**config.mk**
```make
export PLATFORM = sky130hd
export DESIGN_NAME = l2_xlate_buf
export DESIGN_NICKNAME = d
export VERILOG_FILES = /design/src/rtl/xl_pkg.sv /design/src/rtl/xl_arb.sv /design/src/rtl/xl_array.sv /design/src/rtl/xl_ctrl.sv /design/src/rtl/l2_xlate_buf.sv
export SDC_FILE = /design/constraint.sdc
export NUM_CORES = 2
export LEC_CHECK = 0
export BUFFER_PORTS_ARGS = -buffer_cell sky130_fd_sc_hd__clkbuf_2
export CAP_MARGIN = 5
export CELL_PAD_IN_SITES_DETAIL_PLACEMENT = 2
export CELL_PAD_IN_SITES_GLOBAL_PLACEMENT = 2
export CORE_MARGIN = 2
export CORE_UTILIZATION = 35
export DETAILED_ROUTE_END_ITERATION = 10
export GPL_ROUTABILITY_DRIVEN = 0
export PLACE_DENSITY_LB_ADDON = 0.1
export SYNTH_ARGS = -nofsm -noshare
export SYNTH_HDL_FRONTEND = slang
export SYNTH_SLANG_ARGS = --single-unit
```
**constraint.sdc**
```tcl
create_clock -name clk -period 7.5 [get_ports clk]
set_input_delay 1.5 -clock clk [delete_from_list [all_inputs] [get_ports clk]]
set_output_delay 1.5 -clock clk [all_outputs]
set_load 0.005 [all_outputs]
```
**src/rtl/xl_pkg.sv**
```systemverilog
package xl_pkg;

    localparam int VPN_W_DEF    = 20;
    localparam int PPN_W_DEF    = 20;
    localparam int SET_BITS_DEF = 5;
    localparam int ADDR_W_DEF   = 32;
    localparam int DATA_W_DEF   = 32;
    localparam int WAYS         = 2;

    typedef enum logic [2:0] {
        ST_IDLE,
        ST_LOOKUP,
        ST_WALK_RD,
        ST_WALK_WAIT,
        ST_RESPOND
    } xl_state_e;

    typedef enum logic {
        SIDE_INSTR = 1'b0,
        SIDE_DATA  = 1'b1
    } xl_side_e;

endpackage

```
**src/rtl/xl_arb.sv**
```systemverilog
module xl_arb #(
    parameter int VPN_W = xl_pkg::VPN_W_DEF
) (
    input  logic                 clk,
    input  logic                 rst_n,
    input  logic                 i_req,
    input  logic [VPN_W-1:0]     i_vpn,
    input  logic                 d_req,
    input  logic [VPN_W-1:0]     d_vpn,
    input  logic                 accept,
    output logic                 gnt_valid,
    output xl_pkg::xl_side_e     gnt_side,
    output logic [VPN_W-1:0]     gnt_vpn
);
    import xl_pkg::*;

    // priority pointer: 1 = instruction side wins a tie
    logic instr_first_q;

    always_comb begin
        gnt_valid = i_req | d_req;
        if (i_req && (!d_req || instr_first_q)) begin
            gnt_side = SIDE_INSTR;
            gnt_vpn  = i_vpn;
        end else begin
            gnt_side = SIDE_DATA;
            gnt_vpn  = d_vpn;
        end
    end

    always_ff @(posedge clk) begin
        if (!rst_n) begin
            instr_first_q <= 1'b1;
        end else if (accept) begin
            instr_first_q <= (gnt_side == SIDE_DATA);
        end
    end

endmodule

```
**src/rtl/xl_array.sv**
```systemverilog
module xl_array #(
    parameter int VPN_W    = xl_pkg::VPN_W_DEF,
    parameter int PPN_W    = xl_pkg::PPN_W_DEF,
    parameter int SET_BITS = xl_pkg::SET_BITS_DEF
) (
    input  logic             clk,
    input  logic             rst_n,
    input  logic             flush,
    input  logic [VPN_W-1:0] lk_vpn,
    output logic             lk_hit,
    output logic [PPN_W-1:0] lk_ppn,
    input  logic             wr_en,
    input  logic [VPN_W-1:0] wr_vpn,
    input  logic [PPN_W-1:0] wr_ppn
);
    import xl_pkg::*;

    localparam int SETS  = 1 << SET_BITS;
    localparam int TAG_W = VPN_W - SET_BITS;

    logic [SET_BITS-1:0] lk_idx;
    logic [TAG_W-1:0]    lk_tag;
    logic [SET_BITS-1:0] wr_idx;
    logic [TAG_W-1:0]    wr_tag;

    assign lk_idx = lk_vpn[SET_BITS-1:0];
    assign lk_tag = lk_vpn[VPN_W-1:SET_BITS];
    assign wr_idx = wr_vpn[SET_BITS-1:0];
    assign wr_tag = wr_vpn[VPN_W-1:SET_BITS];

    logic [WAYS-1:0]  way_hit;
    logic [WAYS-1:0]  way_full;   // valid bit of each way at the install set
    logic [PPN_W-1:0] way_ppn [WAYS];

    logic [SETS-1:0]  tog_q;
    logic             victim;
    logic             set_full;

    // victim: first invalid way, else the per-set toggle
    always_comb begin
        set_full = &way_full;
        if (!way_full[0]) begin
            victim = 1'b0;
        end else if (!way_full[1]) begin
            victim = 1'b1;
        end else begin
            victim = tog_q[wr_idx];
        end
    end

    for (genvar w = 0; w < WAYS; w++) begin : g_way
        logic [SETS-1:0]  vld_q;
        logic [TAG_W-1:0] tag_q [SETS];
        logic [PPN_W-1:0] ppn_q [SETS];
        logic             sel;

        assign sel         = wr_en && (victim == 1'(w));
        assign way_hit[w]  = vld_q[lk_idx] && (tag_q[lk_idx] == lk_tag);
        assign way_ppn[w]  = ppn_q[lk_idx];
        assign way_full[w] = vld_q[wr_idx];

        always_ff @(posedge clk) begin
            if (!rst_n || flush) begin
                vld_q <= '0;
            end else if (sel) begin
                vld_q[wr_idx] <= 1'b1;
            end
        end

        always_ff @(posedge clk) begin
            if (sel) begin
                tag_q[wr_idx] <= wr_tag;
                ppn_q[wr_idx] <= wr_ppn;
            end
        end
    end

    always_ff @(posedge clk) begin
        if (!rst_n) begin
            tog_q <= '0;
        end else if (wr_en && set_full && !flush) begin
            tog_q[wr_idx] <= ~tog_q[wr_idx];
        end
    end

    assign lk_hit = |way_hit;
    assign lk_ppn = way_hit[1] ? way_ppn[1] : way_ppn[0];

endmodule

```
**src/rtl/xl_ctrl.sv**
```systemverilog
module xl_ctrl #(
    parameter int VPN_W  = xl_pkg::VPN_W_DEF,
    parameter int PPN_W  = xl_pkg::PPN_W_DEF,
    parameter int ADDR_W = xl_pkg::ADDR_W_DEF,
    parameter int DATA_W = xl_pkg::DATA_W_DEF
) (
    input  logic               clk,
    input  logic               rst_n,
    input  logic               gnt_valid,
    input  xl_pkg::xl_side_e   gnt_side,
    input  logic [VPN_W-1:0]   gnt_vpn,
    output logic               accept,
    output logic [VPN_W-1:0]   cur_vpn,
    input  logic               lk_hit,
    input  logic [PPN_W-1:0]   lk_ppn,
    output logic               wr_en,
    output logic [PPN_W-1:0]   wr_ppn,
    input  logic [ADDR_W-1:0]  table_base,
    output logic               mem_rd_req,
    output logic [ADDR_W-1:0]  mem_rd_addr,
    input  logic               mem_rd_valid,
    input  logic [DATA_W-1:0]  mem_rd_data,
    output logic               i_done,
    output logic               d_done,
    output logic [PPN_W-1:0]   rsp_ppn,
    output logic               rsp_fault
);
    import xl_pkg::*;

    localparam int PTE_STRIDE_SH = 2;

    xl_state_e    state_q, state_d;
    xl_side_e     side_q;
    logic [VPN_W-1:0] vpn_q;
    logic [PPN_W-1:0] ppn_q;
    logic         fault_q;
    logic         pte_present;
    logic         unused_pte_bits;

    assign pte_present     = mem_rd_data[0];
    assign wr_ppn          = mem_rd_data[DATA_W-1 -: PPN_W];
    assign unused_pte_bits = ^mem_rd_data[DATA_W-PPN_W-1:1];
    assign cur_vpn         = vpn_q;
    assign mem_rd_addr     = table_base + (ADDR_W'(vpn_q) << PTE_STRIDE_SH);
    assign rsp_ppn         = ppn_q;
    assign rsp_fault       = fault_q;

    // state register
    always_ff @(posedge clk) begin
        if (!rst_n) begin
            state_q <= ST_IDLE;
        end else begin
            state_q <= state_d;
        end
    end

    // next state
    always_comb begin
        state_d = state_q;
        unique case (state_q)
            ST_IDLE:      if (gnt_valid) state_d = ST_LOOKUP;
            ST_LOOKUP:    state_d = lk_hit ? ST_RESPOND : ST_WALK_RD;
            ST_WALK_RD:   state_d = ST_WALK_WAIT;
            ST_WALK_WAIT: if (mem_rd_valid) state_d = ST_RESPOND;
            ST_RESPOND:   state_d = ST_IDLE;
            default:      state_d = ST_IDLE;
        endcase
    end

    // outputs
    always_comb begin
        accept     = 1'b0;
        mem_rd_req = 1'b0;
        wr_en      = 1'b0;
        i_done     = 1'b0;
        d_done     = 1'b0;
        unique case (state_q)
            ST_IDLE:      accept = gnt_valid;
            ST_LOOKUP:    ;
            ST_WALK_RD:   mem_rd_req = 1'b1;
            ST_WALK_WAIT: wr_en = mem_rd_valid && pte_present;
            ST_RESPOND: begin
                i_done = (side_q == SIDE_INSTR);
                d_done = (side_q == SIDE_DATA);
            end
            default:      ;
        endcase
    end

    // request and result registers
    always_ff @(posedge clk) begin
        if (!rst_n) begin
            side_q  <= SIDE_INSTR;
            vpn_q   <= '0;
            ppn_q   <= '0;
            fault_q <= 1'b0;
        end else begin
            if (state_q == ST_IDLE && gnt_valid) begin
                side_q <= gnt_side;
                vpn_q  <= gnt_vpn;
            end
            if (state_q == ST_LOOKUP && lk_hit) begin
                ppn_q   <= lk_ppn;
                fault_q <= 1'b0;
            end
            if (state_q == ST_WALK_WAIT && mem_rd_valid) begin
                ppn_q   <= wr_ppn;
                fault_q <= !pte_present;
            end
        end
    end

endmodule

```
**src/rtl/l2_xlate_buf.sv**
```systemverilog
module l2_xlate_buf #(
    parameter int VPN_W    = xl_pkg::VPN_W_DEF,
    parameter int PPN_W    = xl_pkg::PPN_W_DEF,
    parameter int SET_BITS = xl_pkg::SET_BITS_DEF,
    parameter int ADDR_W   = xl_pkg::ADDR_W_DEF,
    parameter int DATA_W   = xl_pkg::DATA_W_DEF
) (
    input  logic              clk,
    input  logic              rst_n,
    input  logic              flush_all,
    input  logic              i_req,
    input  logic [VPN_W-1:0]  i_vpn,
    output logic              i_done,
    output logic              i_fault,
    output logic [PPN_W-1:0]  i_ppn,
    input  logic              d_req,
    input  logic [VPN_W-1:0]  d_vpn,
    output logic              d_done,
    output logic              d_fault,
    output logic [PPN_W-1:0]  d_ppn,
    input  logic [ADDR_W-1:0] table_base,
    output logic              mem_rd_req,
    output logic [ADDR_W-1:0] mem_rd_addr,
    input  logic              mem_rd_valid,
    input  logic [DATA_W-1:0] mem_rd_data
);
    import xl_pkg::*;

    logic             gnt_valid;
    xl_side_e         gnt_side;
    logic [VPN_W-1:0] gnt_vpn;
    logic             accept;
    logic [VPN_W-1:0] cur_vpn;
    logic             lk_hit;
    logic [PPN_W-1:0] lk_ppn;
    logic             wr_en;
    logic [PPN_W-1:0] wr_ppn;
    logic [PPN_W-1:0] rsp_ppn;
    logic             rsp_fault;

    xl_arb #(.VPN_W(VPN_W)) u_arb (
        .clk       (clk),
        .rst_n     (rst_n),
        .i_req     (i_req),
        .i_vpn     (i_vpn),
        .d_req     (d_req),
        .d_vpn     (d_vpn),
        .accept    (accept),
        .gnt_valid (gnt_valid),
        .gnt_side  (gnt_side),
        .gnt_vpn   (gnt_vpn)
    );

    xl_array #(.VPN_W(VPN_W), .PPN_W(PPN_W), .SET_BITS(SET_BITS)) u_array (
        .clk    (clk),
        .rst_n  (rst_n),
        .flush  (flush_all),
        .lk_vpn (cur_vpn),
        .lk_hit (lk_hit),
        .lk_ppn (lk_ppn),
        .wr_en  (wr_en),
        .wr_vpn (cur_vpn),
        .wr_ppn (wr_ppn)
    );

    xl_ctrl #(.VPN_W(VPN_W), .PPN_W(PPN_W), .ADDR_W(ADDR_W), .DATA_W(DATA_W)) u_ctrl (
        .clk          (clk),
        .rst_n        (rst_n),
        .gnt_valid    (gnt_valid),
        .gnt_side     (gnt_side),
        .gnt_vpn      (gnt_vpn),
        .accept       (accept),
        .cur_vpn      (cur_vpn),
        .lk_hit       (lk_hit),
        .lk_ppn       (lk_ppn),
        .wr_en        (wr_en),
        .wr_ppn       (wr_ppn),
        .table_base   (table_base),
        .mem_rd_req   (mem_rd_req),
        .mem_rd_addr  (mem_rd_addr),
        .mem_rd_valid (mem_rd_valid),
        .mem_rd_data  (mem_rd_data),
        .i_done       (i_done),
        .d_done       (d_done),
        .rsp_ppn      (rsp_ppn),
        .rsp_fault    (rsp_fault)
    );

    assign i_ppn   = rsp_ppn;
    assign d_ppn   = rsp_ppn;
    assign i_fault = i_done & rsp_fault;
    assign d_fault = d_done & rsp_fault;

endmodule

```
==> summary.txt <==
Status: completed
RSZ-0062 raised after global routing: no
Skew-Pair Late Insertion Delay: 0.95 ns
Placed wire-length estimate: 177000 µm
TritonCTS clock tree: yes
CTS Root Cell: clkbuf_16
Total Power: 30.88 mW
Mapped Nets: 4749
Drt drc: 0
# H-tree levels: 5
Vias: 49089
Fillers: 24866
Initial DRC count: 4898
Worst EP arrival: 4.76 ns
Setup crit start kind: flop
CTS sink cnt: 2387
Largest family of logic cells by synthesized area: multiplexers
TritonCTS Buffers: 280
Postcts setup bufs: 0
Initial antenna violation count: 14
Sequential area share after synthesis: 74.53%
Final TNS setup: 0 ns
Routed Wire Length: 317000 µm
PortBufs: 171
Max_slew headroom: 11.43%
Die Wd: 522.8 µm
Number of synthesized flops with an enable pin: 2240
Post-cts resize count: 0
Std-Cell Rows: 190
I/O pin cnt: 187
Drt pass-1 iters: 5
Worst vdd ir: 207.9 µV
Multiplexer share of the synthesized area: 17.30%
Final min period: 6.255 ns
Leakage: 33.98 nW
Final WS setup: 1.245 ns
Largest net degree at the start of global routing: 83
Mapped Avg Cell Area: 20.40 µm²
Gr usage total: 23.13%
Share of layout cells above drive strength 1: 28.62%
Synth Area in XOR/XNOR: 0.3998%
Maxcap violations: 0
Routed wire per std cell: 36.19 µm
Type of the worst setup path: flop to output pin
Synth warn: 0
Hold-fix buffer count after cts: 0
Core area: 0.2679 mm²
Hold crit path type: flop to flop
GRT overflow: 0
Adder-cell area share of the yosys netlist: 0.2869%
Clk buf depth: 4
#FFs+latches synth: 2387
Fin nets: 5144
Worst Path Required: 6.00 ns
Netlist cell types: 81
Layout area overhead: 15.34%
Synth Area in Compound Gates: 2.482%
Top FF cell, synth: edfxtp_1
Synth Instances: 4618
Vias in the first global route: 52179
CP max FO: 17
Async set-or-reset flop fraction in the synthesized netlist: 0%
Initial Util: 35.16%
Clock Pin Slew Worst Setup and Hold Paths: 0.05 ns
First-pass GRT wire length: 436300 µm
PD cells: 284.2 mW/mm²
Hold Fails Final Rpt: 0
Final setup viols: 0
Worst-margin pin slew: 1.326 ns
Die H: 522.8 µm
Endpoint class of the critical path: output pin
Fmax: 159.9 MHz
Drt via density: 5.604
Period utilization: 83.40%
Max Transition Viols Final: 0
Dpl ws: 1.215 ns
Cell Area, Synth: 0.09420 mm²
Die area: 0.2733 mm²
Simple-Gate Fraction of Synth Area: 3.188%
Worst Skew: 0.06036 ns
Final ANT Viol Nets: 0
-- through the flow --
step           hold slack, ns  area [µm²]  util (%)  std cells
2_1_floorplan          0.4331       94200         -       4618
3_5_place_dp           0.4518      100400     37.46       8282
4_1_cts                0.4597      108600     40.54       8750
5_1_grt                0.4845      108600     40.55       8753
6_report               0.4526      108600     40.55       8759
3_3_place_gp           0.4449      100400     37.46       8281
-- path summary, 6_finish.rpt --
check                                       start           endpoint  slack [ns]  depth (start not counted)
worst min register to register  u_array.tog_q[21]  u_array.tog_q[21]        0.45                          2
worst min-delay path            u_array.tog_q[21]  u_array.tog_q[21]        0.45                          2
worst max register to register               flop  u_ctrl.rsp_ppn[8]        1.48                         13
worst max-delay path            u_ctrl.cur_vpn[1]    mem_rd_addr[31]        1.24                         12
-- layout make-up --
class | instances | area [µm²] | area share (%)
antenna | 8 | 20.02 | 0.01843
clock buffer | 377 | 7639 | 7.031
clock inverter | 91 | 598.1 | 0.5505
inverter | 49 | 191.4 | 0.1762
multi-input combinational | 1905 | 22710 | 20.91
sequential | 2387 | 70240 | 64.65
tap | 3552 | 4444 | 4.090
timing repair buffer | 390 | 2798 | 2.575
-- registers in the layout (all words and copies together) (netlist names), named ones only --
| register | count |
|---|---|
| u_array.g_way.ppn_q | 1280 |
| u_array.g_way.tag_q | 960 |
| u_array.g_way.vld_q | 64 |
| u_array.tog_q | 32 |
| u_ctrl.cur_vpn | 20 |
| u_ctrl.rsp_ppn | 20 |
| u_ctrl.state_q | 3 |
| u_arb.instr_first_q | 1 |
| u_ctrl.rsp_fault | 1 |
| u_ctrl.side_q | 1 |
-- placed cells by master, fill, tap and decap left out, drive strengths merged, types with 7 or more instances in the layout --
cell / instances
a211o: 9
nor4: 17
dfxtp: 147
nand2: 130
a21oi: 58
a22oi: 62
nand3: 67
nor2b: 16
a31oi: 7
clkinv: 79
buf: 219
nor3: 56
nand4: 15
nor2: 265
or2: 9
o22ai: 24
a22o: 7
diode: 8
edfxtp: 2240
mux2i: 244
nand2b: 13
clkbuf: 548
a211oi: 22
mux2: 46
ha: 20
or3: 7
o21ai: 34
inv: 52
xor2: 22
o221ai: 30
and3: 18
xnor2: 21
and2: 8
mux4: 589
-- synthesized netlist by cell type, types with 19 or more instances --
cell         n  area (µm²)
a211oi_1    22       165.2
a21oi_1     58       290.3
a22oi_1     62       465.5
buf_2       73       365.4
buf_4       44       330.3
clkbuf_1   119       446.7
dfxtp_1    147        2943
edfxtp_1  2240       67260
ha_1        20       250.2
inv_1       47       176.4
mux2_2      46       518.0
mux2i_1    244        2442
mux4_2     571       12860
nand2_1    130       488.0
nand3_1     66       330.3
nor2_1     265       994.7
nor3_1      56       280.3
o21ai_0     32       160.2
o221ai_2    19       285.3
o22ai_1     24       150.1
xnor2_1     21       183.9
xor2_1      22       192.7
-- cells by family (layout without fill, tap and decap cells) --
group	count (synthesis)	after routing
other	0	8
adders and majority gates	21	21
AOI/OAI and AO/OA	313	313
xor gates and xnor gates	43	43
and+or+nand+nor	649	649
muxes	879	879
buffers and inverters	326	907
DFF	2387	2387
-- critical path: stages, from the launching register on --
cell and delay, ns:
dfxtp_2 0.74, ha_1 0.27, a21o_1 0.09, a21oi_1 0.09
o21ai_0 0.18, a21o_1 0.18, a21oi_1 0.10, o21ai_0 0.36
a21oi_1 0.25, o21ai_1 0.67, nand2_1 0.21, o311ai_0 0.47
clkbuf_2 0.21
-- power breakdown --
part | switching, mW | internal, mW
Combinational | 2.07 | 1.31
Sequential | 0.138 | 14.7
Clock | 5.34 | 7.30
Total | 7.54 | 23.3
-- metal layers --
metal / GRT usage [%] / vias up / wire length, µm
met1: 32.91 / 27428 / 140400
met4: 4.639 / 2 / 5558
met3: 3.181 / 331 / 16130
met5: 0 / - / 13
met2: 38.09 / 1443 / 154900
li1: - / 19885 / -
Note: power is estimated with default switching activity, not from simulation.
